--- src/rtl/pll_seq_pkg.sv ---
package pll_seq_pkg;

    typedef enum logic [1:0] {
        MODE_BYPASS = 2'd0,
        MODE_PLL    = 2'd1,
        MODE_LOWFRQ = 2'd2
    } pll_mode_e;

    typedef enum logic [1:0] {
        ST_IDLE   = 2'd0,
        ST_ENTER  = 2'd1,
        ST_SETTLE = 2'd2,
        ST_LOCK   = 2'd3
    } seq_state_e;

endpackage

--- src/rtl/pll_field_enc.sv ---
module pll_field_enc #(
    parameter int NR_W = 6,
    parameter int NF_W = 13,
    parameter int NO_W = 4,
    localparam int BW_W = NF_W - 1
) (
    input  logic [NR_W-1:0] nr_val,
    input  logic [NF_W-1:0] nf_val,
    input  logic [NO_W-1:0] no_val,
    output logic [NR_W-1:0] nr_code,
    output logic [NF_W-1:0] nf_code,
    output logic [NO_W-1:0] no_code,
    output logic [BW_W-1:0] bw_code
);

    // each divider is stored as its value minus one
    always_comb begin
        nr_code = nr_val - {{(NR_W-1){1'b0}}, 1'b1};
        nf_code = nf_val - {{(NF_W-1){1'b0}}, 1'b1};
        no_code = no_val - {{(NO_W-1){1'b0}}, 1'b1};
        // half the multiplier, minus one, for nominal loop bandwidth
        bw_code = nf_val[NF_W-1:1] - {{(BW_W-1){1'b0}}, 1'b1};
    end

endmodule

--- src/rtl/pll_delay_cnt.sv ---
module pll_delay_cnt #(
    parameter int W = 16
) (
    input  logic         clk,
    input  logic         rst_n,
    input  logic         clr,
    input  logic         en,
    input  logic [W-1:0] limit,
    output logic         hit
);

    logic [W-1:0] cnt_d, cnt_q;

    always_comb begin
        cnt_d = cnt_q;
        if (clr)
            cnt_d = '0;
        else if (en)
            cnt_d = cnt_q + {{(W-1){1'b0}}, 1'b1};
    end

    always_ff @(posedge clk or negedge rst_n) begin
        if (!rst_n)
            cnt_q <= '0;
        else
            cnt_q <= cnt_d;
    end

    assign hit = en && (cnt_q == limit);

endmodule

--- src/rtl/pll_reprog_seq.sv ---
module pll_reprog_seq
    import pll_seq_pkg::*;
#(
    parameter int NR_W       = 6,
    parameter int NF_W       = 13,
    parameter int NO_W       = 4,
    parameter int TO_W       = 16,
    parameter int SETTLE_CYC = 240
) (
    input  logic            clk,
    input  logic            rst_n,
    input  logic            start,
    input  logic [NR_W-1:0] nr_in,
    input  logic [NF_W-1:0] nf_in,
    input  logic [NO_W-1:0] no_in,
    input  logic [TO_W-1:0] lock_timeout,
    input  logic            pll_lock,
    output logic            busy,
    output logic            done,
    output logic            err,
    output logic [1:0]      pll_mode,
    output logic            pll_reset,
    output logic [NR_W-1:0] pll_nr_field,
    output logic [NF_W-1:0] pll_nf_field,
    output logic [NO_W-1:0] pll_no_field,
    output logic [NF_W-2:0] pll_bw_field
);

    localparam int BW_W  = NF_W - 1;
    localparam int SET_W = $clog2(SETTLE_CYC + 1);
    localparam int CNT_W = (SET_W > TO_W) ? SET_W : TO_W;
    localparam logic [CNT_W-1:0] SETTLE_LIM = CNT_W'(SETTLE_CYC - 1);

    typedef struct packed {
        seq_state_e      st;
        logic            busy;
        logic            done;
        logic            err;
        logic            rst;
        pll_mode_e       mode;
        logic [NR_W-1:0] nr_t;
        logic [NF_W-1:0] nf_t;
        logic [NO_W-1:0] no_t;
        logic [TO_W-1:0] to_t;
        logic [NR_W-1:0] nr_f;
        logic [NF_W-1:0] nf_f;
        logic [NO_W-1:0] no_f;
        logic [BW_W-1:0] bw_f;
    } seq_regs_t;

    seq_regs_t r_d, r_q;

    logic [NR_W-1:0]  enc_nr;
    logic [NF_W-1:0]  enc_nf;
    logic [NO_W-1:0]  enc_no;
    logic [BW_W-1:0]  enc_bw;
    logic             cnt_clr, cnt_en, cnt_hit;
    logic [CNT_W-1:0] cnt_lim;

    pll_field_enc #(.NR_W(NR_W), .NF_W(NF_W), .NO_W(NO_W)) u_enc (
        .nr_val  (r_q.nr_t),
        .nf_val  (r_q.nf_t),
        .no_val  (r_q.no_t),
        .nr_code (enc_nr),
        .nf_code (enc_nf),
        .no_code (enc_no),
        .bw_code (enc_bw)
    );

    pll_delay_cnt #(.W(CNT_W)) u_cnt (
        .clk   (clk),
        .rst_n (rst_n),
        .clr   (cnt_clr),
        .en    (cnt_en),
        .limit (cnt_lim),
        .hit   (cnt_hit)
    );

    always_comb begin
        r_d     = r_q;
        r_d.done = 1'b0;
        cnt_clr = 1'b0;
        cnt_en  = 1'b0;
        cnt_lim = SETTLE_LIM;
        unique case (r_q.st)
            ST_IDLE: begin
                if (start) begin
                    r_d.st   = ST_ENTER;
                    r_d.busy = 1'b1;
                    r_d.err  = 1'b0;
                    r_d.rst  = 1'b1;
                    r_d.mode = MODE_BYPASS;
                    r_d.nr_t = nr_in;
                    r_d.nf_t = nf_in;
                    r_d.no_t = no_in;
                    r_d.to_t = lock_timeout;
                end
            end
            ST_ENTER: begin
                // bypass and reset are already in effect
                r_d.nr_f = enc_nr;
                r_d.nf_f = enc_nf;
                r_d.no_f = enc_no;
                r_d.bw_f = enc_bw;
                r_d.st   = ST_SETTLE;
                cnt_clr  = 1'b1;
            end
            ST_SETTLE: begin
                cnt_en = 1'b1;
                if (cnt_hit) begin
                    r_d.rst = 1'b0;
                    r_d.st  = ST_LOCK;
                    cnt_clr = 1'b1;
                end
            end
            ST_LOCK: begin
                cnt_en  = 1'b1;
                cnt_lim = CNT_W'(r_q.to_t);
                if (pll_lock) begin
                    r_d.mode = MODE_PLL;
                    r_d.done = 1'b1;
                    r_d.busy = 1'b0;
                    r_d.st   = ST_IDLE;
                    cnt_clr  = 1'b1;
                end else if (cnt_hit) begin
                    r_d.err  = 1'b1;
                    r_d.done = 1'b1;
                    r_d.busy = 1'b0;
                    r_d.st   = ST_IDLE;
                    cnt_clr  = 1'b1;
                end
            end
            default: r_d.st = ST_IDLE;
        endcase
    end

    always_ff @(posedge clk or negedge rst_n) begin
        if (!rst_n) begin
            r_q      <= '0;
            r_q.st   <= ST_IDLE;
            r_q.mode <= MODE_BYPASS;
        end else begin
            r_q <= r_d;
        end
    end

    assign busy         = r_q.busy;
    assign done         = r_q.done;
    assign err          = r_q.err;
    assign pll_mode     = r_q.mode;
    assign pll_reset    = r_q.rst;
    assign pll_nr_field = r_q.nr_f;
    assign pll_nf_field = r_q.nf_f;
    assign pll_no_field = r_q.no_f;
    assign pll_bw_field = r_q.bw_f;

endmodule

--- config.mk ---
export PLATFORM = sky130hd
export DESIGN_NAME = pll_reprog_seq
export DESIGN_NICKNAME = d
export VERILOG_FILES = /design/src/rtl/pll_seq_pkg.sv /design/src/rtl/pll_field_enc.sv /design/src/rtl/pll_delay_cnt.sv /design/src/rtl/pll_reprog_seq.sv
export SDC_FILE = /design/constraint.sdc
export NUM_CORES = 1
export LEC_CHECK = 0
export ABC_AREA = 0
export BUFFER_PORTS_ARGS = -buffer_cell sky130_fd_sc_hd__buf_2
export CAP_MARGIN = 20
export CORE_ASPECT_RATIO = 0.5
export CORE_MARGIN = 2
export CORE_UTILIZATION = 45
export DETAILED_ROUTE_END_ITERATION = 16
export PLACE_DENSITY = 0.73
export REMOVE_ABC_BUFFERS = 1
export SLEW_MARGIN = 20
export SYNTH_ARGS = -nofsm -noshare
export SYNTH_HDL_FRONTEND = slang
export SYNTH_SLANG_ARGS = --single-unit
export TNS_END_PERCENT = 30
--- constraint.sdc ---
create_clock -name clk -period 5.7 [get_ports clk]
set_input_delay 0.57 -clock clk [delete_from_list [all_inputs] [get_ports clk]]
set_output_delay 0.57 -clock clk [all_outputs]
set_load 0.02 [all_outputs]
==> summary.txt <==
Status
  – Status: finished, final reports clean

Setup path
  – CP max stage delay: 630 ps
  – Worst-path maximum fanout: 19
  – CP Data Arrival Time: 3420 ps
  – Worst-path cell chain: ha_1, or4b_1, o22a_1, a222oi_1, nand4_2, a211oi_4, nor2_1
  – CP startpoint kind: flip-flop
  – Worst EP required: 5900 ps
  – WP buf/inv: 0
  – Setup Crit Path Kind: reg2reg
  – Worst reg2reg path depth: 7
  – Slowest cell on the critical path: a211oi_4
  – Worst Setup End Kind: flip-flop
  – Reg2reg end: u_cnt.cnt_q[12]
  – Reg2reg start: r_q[81]
  – Critical path's top delay family: compound AO/OA/AOI/OAI gates
  – FF-to-FF setup slack: 2490 ps

Final layout
  – Most frequent cells in the layout: dfrtp_1, buf_2, nor2_1
  – Nets: 570
  – FILL cells: 1003
  – Non-Filler Instances: 666
  – Core Util, Final: 51.4%
  – Layout Area Growth over Synthesis: 12.0%
  – FF/Latch Area: 2430 sq um
  – Most common cell after layout, fill and taps aside: dfrtp_1
  – Share of layout cells above drive strength 1: 28.8%
  – Ant. Diodes: 0
  – Area of the multi-input gates: 2150 sq um

STA
  – Skew final: 10.3 ps
  – Final hold vios: 0
  – Min Tclk post-route: 3210 ps
  – Final setup viols: 0
  – Pins over their slew limit: 0
  – Unrepaired setup endpoints after global routing: false
  – Setup TNS Final: 0 ps
  – Fmax: 311 MHz
  – Slew @ Worst Pin: 1000 ps
  – Tcrit/Tclk final: 56.4%
  – Slew headroom: 32.9%

CTS
  – H-tree Lvls: 3
  – Clock Latency Late Sink: 350 ps
  – Cts bufs inserted: 9
  – Root Driver: clkbuf_16
  – Setup bufs post-CTS: 0
  – Max Buffers Root-to-Sink: 2
  – Post_cts resized: 0
  – Hold bufs inserted after CTS: 0
  – CTS tree: built
  – Clk slew on worst S/H paths: 70 ps
  – Sinks on Clock Net: 97

Synth
  – #FFs+latches synth: 97
  – Async S/R FF share, synth: 100%
  – Synth Area per Inst: 10.5 sq um
  – Ys flop type: dfrtp_1
  – Post-Synthesis Cells: 476
  – Synth warn: 0
  – Post-synth cell types: 44
  – Number of enable flip-flop cells after synthesis: 0
  – Netlist Area Pre-Place: 5020 sq um
  – Sequential area share after synthesis: 48.4%

Die
  – Die width: 153 um
  – Core box area: 10900 sq um
  – Die area: 12100 sq um
  – Initial Utilization: 45.9%
  – # IOs: 84
  – Row Count: 27
  – Die H: 78.7 um

Flow run
  – Max-Cap Viols: 0

GRT
  – First-pass GRT wire length: 16200 um
  – Gr usage total: 16.8%
  – Gr ovfl total: 0
  – Largest net degree at the start of global routing: 72
  – Initial antenna violation count: 0
  – Vias in the first global route: 3287

Placement
  – Port bufs: 82
  – Placed insts: 650
  – Detailed Place HPWL: 6740 um
  – RePlAce Congestion: 0.838

Detailed routing
  – Starting DRT DRC Count: 176
  – Initial DRT Pass Iterations: 4
  – Post-route ant nets: 0
  – Total vias in the final route: 3331
  – DR WL/cell: 14.5 um
  – Via density: 5.00
  – Routed WL: 9690 um
  – Remaining DRCs: 0

Pwr
  – P_leak: 2.73 nW
  – Sw Pwr: 0.283 mW
  – Internal Power: 1.14 mW
  – Net Sw Frac: 19.8%
  – Logic pwr share: 2.2%
  – Flop pwr share: 48.3%
  – Peak VDD IR: 0.000142 V
  – Clk network pwr share: 49.4%
  – Power Dens Cells: 253 nW/um^2

Min path
  – Hold crit path type: in2async
==> registers in the layout, summed over array words and instances, names as in the netlist <==
signal / count
err: 1
u_cnt.cnt_q: 16
pll_no_field: 4
pll_nf_field: 13
pll_mode: 1
pll_bw_field: 12
pll_nr_field: 6
r_q: 41
busy: 1
pll_reset: 1
done: 1
==> worst max-delay path by stage <==
| stage | to | startpoint | cells after the start | slack (ps) |
|---|---|---|---|---|
| 6_report | u_cnt.cnt_q[12] | r_q[81] | 7 | 2490 |
| 5_1_grt | u_cnt.cnt_q[2] | r_q[80] | 7 | 2260 |
| 4_1_cts | u_cnt.cnt_q[8] | r_q[81] | 7 | 2480 |
| 3_5_place_dp | u_cnt.cnt_q[15] | r_q[81] | 7 | 2490 |
| 3_3_place_gp | u_cnt.cnt_q[8] | r_q[81] | 7 | 2610 |
| 2_1_floorplan | u_cnt.cnt_q[10] | r_q[81] | 7 | 3000 |
==> cell usage after synthesis (5+ instances only) <==
cell type | n | area, sq um
dfrtp_1 | 97 | 2430
nor2_1 | 47 | 176
mux2_2 | 45 | 507
buf_4 | 38 | 285
a21oi_1 | 32 | 160
nand2_1 | 26 | 97.6
xor2_1 | 24 | 210
xnor2_1 | 23 | 201
inv_1 | 22 | 82.6
clkbuf_1 | 14 | 52.6
o21ai_0 | 14 | 70.1
nor2b_1 | 13 | 81.3
ha_1 | 11 | 138
nor3_1 | 7 | 35.0
and3_1 | 6 | 37.5
nand3_1 | 6 | 30.0
mux2i_1 | 5 | 50.1
nor3b_1 | 5 | 37.5
==> per-stage QoR <==
step                setup WS, ps  hold WS [ps]  area (sq um)  total power, mW
CTS                         2480           131          5620             1.44
detailed placement          2490           494          5270            0.735
global placement            2610           485          5270            0.735
global route                2260           144          5620             1.47
finish                      2490           123          5620             1.43
floorplan                   3000           274          4650            0.705
==> cell type report <==
type | count | area share, %
sequential | 97 | 43.2
tap | 145 | 3.23
timing repair buffer | 84 | 7.61
clock buffer | 10 | 4.25
multi-input combinational | 302 | 38.2
clock inverter | 6 | 2.05
inverter | 22 | 1.47
==> worst reg2reg max path, stage by stage (launching register included) <==
cell,delay [ps]
dfrtp_1,410
ha_1,580
or4b_1,500
o22a_1,210
a222oi_1,350
nand4_2,260
a211oi_4,630
nor2_1,110
==> metal layers <==
layer | GRT usage, % | part of all wire, % | up-vias
met5 | 0 | 0 | -
met4 | 4.50 | 1.2 | 0
met3 | 4.53 | 3.5 | 9
met2 | 28.4 | 49 | 46
met1 | 21.5 | 46 | 1638
li1 | - | - | 1638
==> power groups by stage <==
| stage | clock [mW] | combinational, mW | sequential, mW |
|---|---|---|---|
| 6_report | 0.705 | 0.0319 | 0.689 |
| 5_1_grt | 0.747 | 0.0373 | 0.688 |
| 4_1_cts | 0.719 | 0.0337 | 0.689 |
| 3_5_place_dp | 0 | 0.0337 | 0.702 |
| 3_3_place_gp | 0 | 0.0333 | 0.702 |
| 2_1_floorplan | 0 | 0.00248 | 0.702 |
==> kinds of logic after synthesis <==
family                   after synthesis  synth area share (%)
AO/OA/AOI/OAI                         65                  7.85
XOR/XNOR                              47                  8.20
adder cells (fa/ha/maj)               11                  2.74
buffers and inverters                 77                  8.90
flip-flops                            97                  48.4
multiplexers                          50                  11.1
other                                  1                0.0747
AND/OR/NAND/NOR                      128                  12.8
Note: power is estimated with default switching activity, not from simulation.
